File: config.mk
export PLATFORM = sky130hd
export DESIGN_NAME = rxsep_strobe_gen
export DESIGN_NICKNAME = d
export VERILOG_FILES = /design/src/rtl/rxsep_pkg.sv /design/src/rtl/rxsep_edge.sv /design/src/rtl/rxsep_width_meter.sv /design/src/rtl/rxsep_rx_chan.sv /design/src/rtl/rxsep_strobe_gen.sv
export SDC_FILE = /design/constraint.sdc
export NUM_CORES = 1
export LEC_CHECK = 0
export ABC_AREA = 1
export BUFFER_PORTS_ARGS = -buffer_cell sky130_fd_sc_hd__buf_2
export CAP_MARGIN = 20
export CORE_MARGIN = 2
export CORE_UTILIZATION = 57
export CTS_BUF_LIST = sky130_fd_sc_hd__clkbuf_16
export DETAILED_ROUTE_END_ITERATION = 6
export PLACE_DENSITY_LB_ADDON = 0.1
export SLEW_MARGIN = 10
export SYNTH_ARGS = -nofsm -noshare
export SYNTH_HDL_FRONTEND = slang
export SYNTH_SLANG_ARGS = --single-unit
File: constraint.sdc
create_clock -name clk -period 1.9 [get_ports clk]
set_clock_uncertainty 0.2 [all_clocks]
set_input_delay 0 -clock clk [delete_from_list [all_inputs] [get_ports clk]]
set_output_delay 0 -clock clk [all_outputs]
set_load 0.02 [all_outputs]
File: src/rtl/rxsep_pkg.sv
package rxsep_pkg;
  typedef enum logic [1:0] {
    CH_IDLE  = 2'd0,
    CH_ARMED = 2'd1,
    CH_FIRE  = 2'd2
  } ch_state_e;

  // Offset rule: width of one (or less) means coincident, else width-1
  function automatic int unsigned width_to_offset(input int unsigned w);
    return (w <= 1) ? 0 : w - 1;
  endfunction
endpackage

File: src/rtl/rxsep_edge.sv
module rxsep_edge #(
  parameter int W = 1
) (
  input  logic         clk,
  input  logic         rst_n,
  input  logic [W-1:0] sig_in,
  output logic [W-1:0] rise
);
  logic [W-1:0] prev_q;

  always_ff @(posedge clk) begin
    if (!rst_n) prev_q <= '0;
    else        prev_q <= sig_in;
  end

  for (genvar i = 0; i < W; i++) begin : g_bit
    assign rise[i] = sig_in[i] & ~prev_q[i];
  end
endmodule

File: src/rtl/rxsep_width_meter.sv
module rxsep_width_meter
  import rxsep_pkg::*;
#(
  parameter int FRAME_CLKS = 256,
  parameter int CW = $clog2(FRAME_CLKS) + 1
) (
  input  logic          clk,
  input  logic          rst_n,
  input  logic          sep_in,
  input  logic          sep_rise,
  output logic [CW-1:0] eff_dly,
  output logic          cfg_err
);
  localparam logic [CW-1:0] CNT_MAX = {CW{1'b1}};
  localparam int unsigned   LIMIT   = FRAME_CLKS;

  logic [CW-1:0] width_q;
  logic [CW-1:0] pend_q;
  logic [CW-1:0] act_q;
  logic          err_q;
  logic          pulse_end;

  assign pulse_end = !sep_in && (width_q != '0);

  always_ff @(posedge clk) begin
    if (!rst_n) begin
      width_q <= '0;
      pend_q  <= '0;
      act_q   <= '0;
      err_q   <= 1'b0;
    end else begin
      if (sep_in) begin
        if (sep_rise)               width_q <= CW'(1);
        else if (width_q != CNT_MAX) width_q <= width_q + CW'(1);
      end else if (pulse_end) begin
        width_q <= '0;
        if (int'(width_q) >= LIMIT) begin
          pend_q <= '0;
          err_q  <= 1'b1;
        end else begin
          pend_q <= CW'(width_to_offset(int'(width_q)));
          err_q  <= 1'b0;
        end
      end
      if (sep_rise) act_q <= pend_q;
    end
  end

  // A sync seen on the same edge as the frame start already uses the new value
  assign eff_dly = sep_rise ? pend_q : act_q;
  assign cfg_err = err_q;
endmodule

File: src/rtl/rxsep_rx_chan.sv
module rxsep_rx_chan
  import rxsep_pkg::*;
#(
  parameter int CW = 9
) (
  input  logic          clk,
  input  logic          rst_n,
  input  logic          sync_rise,
  input  logic [CW-1:0] dly,
  output logic          stb
);
  ch_state_e     st_q;
  logic [CW-1:0] cnt_q;

  always_ff @(posedge clk) begin
    if (!rst_n) begin
      st_q  <= CH_IDLE;
      cnt_q <= '0;
    end else if (sync_rise) begin
      if (dly == '0) begin
        st_q <= CH_FIRE;
      end else begin
        st_q  <= CH_ARMED;
        cnt_q <= dly;
      end
    end else begin
      case (st_q)
        CH_ARMED: begin
          if (cnt_q == CW'(1)) st_q <= CH_FIRE;
          else                 cnt_q <= cnt_q - CW'(1);
        end
        CH_FIRE: st_q <= CH_IDLE;
        default: st_q <= CH_IDLE;
      endcase
    end
  end

  assign stb = (st_q == CH_FIRE);
endmodule

File: src/rtl/rxsep_strobe_gen.sv
module rxsep_strobe_gen #(
  parameter int FRAME_CLKS = 256,
  parameter int NCH = 4
) (
  input  logic           clk,
  input  logic           rst_n,
  input  logic           sep_in,
  input  logic [NCH-1:0] fsx_in,
  output logic [NCH-1:0] rx_stb,
  output logic           slot0_mark,
  output logic           cfg_err
);
  localparam int CW = $clog2(FRAME_CLKS) + 1;

  logic           sep_rise;
  logic [NCH-1:0] fsx_rise;
  logic [CW-1:0]  eff_dly;
  logic           slot0_q;

  rxsep_edge #(.W(1)) u_sep_edge (
    .clk(clk), .rst_n(rst_n), .sig_in(sep_in), .rise(sep_rise)
  );

  rxsep_edge #(.W(NCH)) u_fsx_edge (
    .clk(clk), .rst_n(rst_n), .sig_in(fsx_in), .rise(fsx_rise)
  );

  rxsep_width_meter #(.FRAME_CLKS(FRAME_CLKS), .CW(CW)) u_meter (
    .clk(clk), .rst_n(rst_n), .sep_in(sep_in), .sep_rise(sep_rise),
    .eff_dly(eff_dly), .cfg_err(cfg_err)
  );

  for (genvar c = 0; c < NCH; c++) begin : g_chan
    rxsep_rx_chan #(.CW(CW)) u_chan (
      .clk(clk), .rst_n(rst_n), .sync_rise(fsx_rise[c]),
      .dly(eff_dly), .stb(rx_stb[c])
    );
  end

  always_ff @(posedge clk) begin
    if (!rst_n) slot0_q <= 1'b0;
    else        slot0_q <= sep_rise;
  end

  assign slot0_mark = slot0_q;
endmodule

==> results.sh <==
export IMPL_globalRouteMet1Util_pct=35.42
export IMPL_timing_critical_path_from_type="flop"
export IMPL_post_route_min_period_ns=2.058
export IMPL_total_iterations_of_the_first_detailed_routing_run=6
export IMPL_use_met3_pct=4.664
export IMPL_floorplan_die_height_um=95.20
export IMPL_holdWs_ns=0.05606
export IMPL_gr_usage_met2_pct=45.36
export IMPL_power_density_cell_area_nw_per_um2=946.2
export IMPL_worst_slack_ns=-0.1584
export IMPL_tritoncts_num_buffers=9
export IMPL_synth_ff_latch_count=78
export IMPL_detailedPlace_worstSlack_ns=-0.09457
export IMPL_nets=810
export IMPL_drive_above_1_share_pct=20.88
export IMPL_power_frac_seq_pct=34.2
export IMPL_start_util_pct=58.28
export IMPL_clkSlewWorstSetupHoldPaths_ns=0.06
export IMPL_timing_critical_path_required_ns=1.98
export IMPL_numClockSinks=78
export IMPL_totalNegativeSetupSlack_ns=-2.419
export IMPL_number_of_buffer_cells_added_on_primary_ports=12
export IMPL_detailedPlacementHpwl_mm=7.908
export IMPL_critical_path_reg2reg_endpoint="g_chan[1].u_chan.cnt_q[0]$_SDFFE_PN0P_"
export IMPL_worstPathArrival_ns=2.14
export IMPL_area_added_between_synthesis_and_finish_pct=28.98
export IMPL_place_congestion=0.8919
export IMPL_rsz0062_at_grt="yes"
export IMPL_clock_buffer_depth=2
export IMPL_timing_hold_worst_class="in -> reg"
export IMPL_worst_path_max_fanout=7
export IMPL_power_switching_share_pct=34.53
export IMPL_insertedDiodeCount=0
export IMPL_internal_power_w=0.003788
export IMPL_power_frac_clock_pct=33.6
export IMPL_ys_top_cells_by_area="sky130_fd_sc_hd__dfxtp_1, sky130_fd_sc_hd__nand2_1, sky130_fd_sc_hd__nand4_1"
export IMPL_combinationalPowerShare_pct=32.2
export IMPL_die_width_um=95.20
export IMPL_place_area_um2=5127
export IMPL_grt_remaining_overflow=0
export IMPL_postSynthNetCount=733
export IMPL_cts_tree="done"
export IMPL_startpoint="u_sep_edge.prev_q$_SDFF_PN0_"
export IMPL_grt_antenna_before_repair=0
export IMPL_core_area_um2=8134
export IMPL_fmaxAchievable_mhz=485.8
export IMPL_cts_root_buffer_type="sky130_fd_sc_hd__clkbuf_16"
export IMPL_globalRoute_busiestLayer="met2"
export IMPL_reg2reg_depth=11
export IMPL_die_area_um2=9063
export IMPL_violations="setup timing"
export IMPL_synth_cell_types=33
export IMPL_vias_in_the_first_global_route=4274
export IMPL_maxSlewHeadroom_pct=40.20
export IMPL_post_drt_wl_per_cell_um=15.35
export IMPL_hold_viol_final=0
export IMPL_p_leak_nw=2.854
export IMPL_fin_total_pwr_w=0.005786
export IMPL_maximum_number_of_pins_on_one_net_before_global_route_repair=91
export IMPL_synth_area_per_cell_um2=6.649
export IMPL_outcome="finished, violations left"
export IMPL_max_cap_violations=0
export IMPL_io_pins=13
export IMPL_drcViolationCount=0
export IMPL_grt_pass1_wl_mm=19.56
export IMPL_via_per_inst=5.816
export IMPL_synth_top_area_share_pct=32.94
export IMPL_worst_r2r_setup_slack_ns=-0.16
export IMPL_drt_total_wl_mm=13.82
export IMPL_report_final_setup_viol=35
export IMPL_synth_seq_area_share_pct=32.94
export IMPL_crit_path_end="g_chan[1].u_chan.cnt_q[0]$_SDFFE_PN0P_"
export IMPL_fin_area_um2=6115
export IMPL_cp_end_kind="flop"
export IMPL_ant_nets=0
export IMPL_syn_instance_count=713
export IMPL_cts_htree_levels=3
export IMPL_fp_row_count=33
export IMPL_detailroute_via_count=5234
export IMPL_slew_violations=0
export IMPL_setup_worst_path_class="reg -> reg"
export IMPL_max_vdd_ir_drop_mv=0.7373
export IMPL_synth_cell_area_um2=4741
export IMPL_total_switching_power_w=0.001998
export IMPL_worst_pin_slew_ns=0.8960
export IMPL_final_min_period_over_clock_period_pct=108.3
export IMPL_global_route_usage_total_pct=27.26
export IMPL_synthDominantAreaCellType="sky130_fd_sc_hd__dfxtp_1"
export IMPL_yosysWarningCount=0
export IMPL_worstSkewPairLatency_ns=0.34
export IMPL_drtIter0Drc=425
export IMPL_worst_r2r_startpoint="u_sep_edge.prev_q$_SDFF_PN0_"
power by group through the flow:
stage / Clock, W / Combinational, W / Sequential (W)
after floorplan: 0 / 0.00122 / 0.00197
after global placement: 0 / 0.00150 / 0.00200
after detailed placement: 0 / 0.00154 / 0.00200
after CTS: 0.00194 / 0.00160 / 0.00197
after global routing: 0.00202 / 0.00209 / 0.00200
final: 0.00195 / 0.00186 / 0.00198
worst max-delay path, cell delays in order (launching register included):
cell	delay [ns]
sky130_fd_sc_hd__dfxtp_4	0.36
sky130_fd_sc_hd__inv_6	0.08
sky130_fd_sc_hd__buf_6	0.11
sky130_fd_sc_hd__nand3_2	0.09
sky130_fd_sc_hd__nand2_4	0.13
sky130_fd_sc_hd__nand2_2	0.07
sky130_fd_sc_hd__nor2_4	0.31
sky130_fd_sc_hd__nand3_4	0.14
sky130_fd_sc_hd__buf_12	0.18
sky130_fd_sc_hd__nand2_8	0.08
sky130_fd_sc_hd__nand4_1	0.13
sky130_fd_sc_hd__nand2_1	0.11
stage by stage:
| step | util, % | instances |
|---|---|---|
| global route | 75.17 | 900 |
| CTS | 69.44 | 875 |
| floorplan | - | 713 |
| global placement | 63.04 | 845 |
| detailed placement | 63.04 | 845 |
| finish | 75.17 | 900 |
cell type report:
class | count | area [um^2]
inverter | 82 | 320.3
clock buffer | 9 | 225.2
tap | 105 | 131.4
fill | 579 | 2019
multi-input combinational | 531 | 3040
sequential | 78 | 1574
clock inverter | 7 | 106.4
timing repair buffer | 88 | 716.9
sequential cells by signal (all words and copies together), names as in the netlist:
register	cells
g_chan.u_chan.st_q	8
u_meter.width_q	9
u_meter.cfg_err	1
slot0_mark	1
u_meter.act_q	9
u_sep_edge.prev_q	1
u_meter.pend_q	9
g_chan.u_chan.cnt_q	36
u_fsx_edge.prev_q	4
kinds of logic after synthesis:
kind of cell	after synthesis	synth area share, %
flip-flops	78	32.94
AND/OR/NAND/NOR	411	41.28
buffers and inverters	110	10.06
AO/OA/AOI/OAI	89	10.08
XOR/XNOR	12	2.217
adder cells (fa/ha/maj)	13	3.431
layer usage:
metal / wire length (um) / share of wire, % / up-vias
met5: 0 / 0 / -
met4: 490 / 3.5 / 0
met3: 1042 / 7.5 / 51
met2: 6601 / 48 / 252
met1: 5681 / 41 / 2390
li1: - / - / 2541
placed cells by master (no fill, tap or decap), drive strengths merged, types with 8 or more instances in the layout:
master and instances:
inv 81, clkbuf 9, nor2 94, nand3 48
ha 13, o21ai 50, nand4 77, dlygate4sd3 14
a21oi 34, buf 74, nand2 189, xor2 8
dfxtp 78
how the worst min path moves through the flow:
stage	from	endpoint	slack [ns]	cells after the start
after floorplan	fsx_in[0]	u_fsx_edge.prev_q[0]$_SDFF_PN0_	-0.11	2
after global placement	fsx_in[3]	u_fsx_edge.prev_q[3]$_SDFF_PN0_	-0.009	3
after detailed placement	fsx_in[2]	u_fsx_edge.prev_q[2]$_SDFF_PN0_	-0.003	3
after CTS	sep_in	u_meter.pend_q[8]$_SDFFE_PN0P_	0.03	5
after global routing	sep_in	u_meter.pend_q[8]$_SDFFE_PN0P_	0.12	5
final	sep_in	u_meter.act_q[7]$_SDFF_PN0_	0.06	4
synthesized netlist by cell type (all sizes together):
cell and n:
xnor2 4, nor4 1, a21boi 1, clkinv 3, inv 79, nor2 94, or2 1, nand2 186
buf 16, nand4 74, dfxtp 78, a21oi 34, clkbuf 12, o21bai 3, xor2 8, nand3 48
nand3b 3, nor3 4, a31oi 1, o21ai 50, ha 13
repair_timing:
action	CTS	global route
hold buffers	14	0
cloned	0	6
pin swaps	3	11
hold endpoints to repair	15	0
resized for setup	11	61
setup buffers	0	19
setup endpoints to repair	35	62
Power figures use the tool's default switching activity.
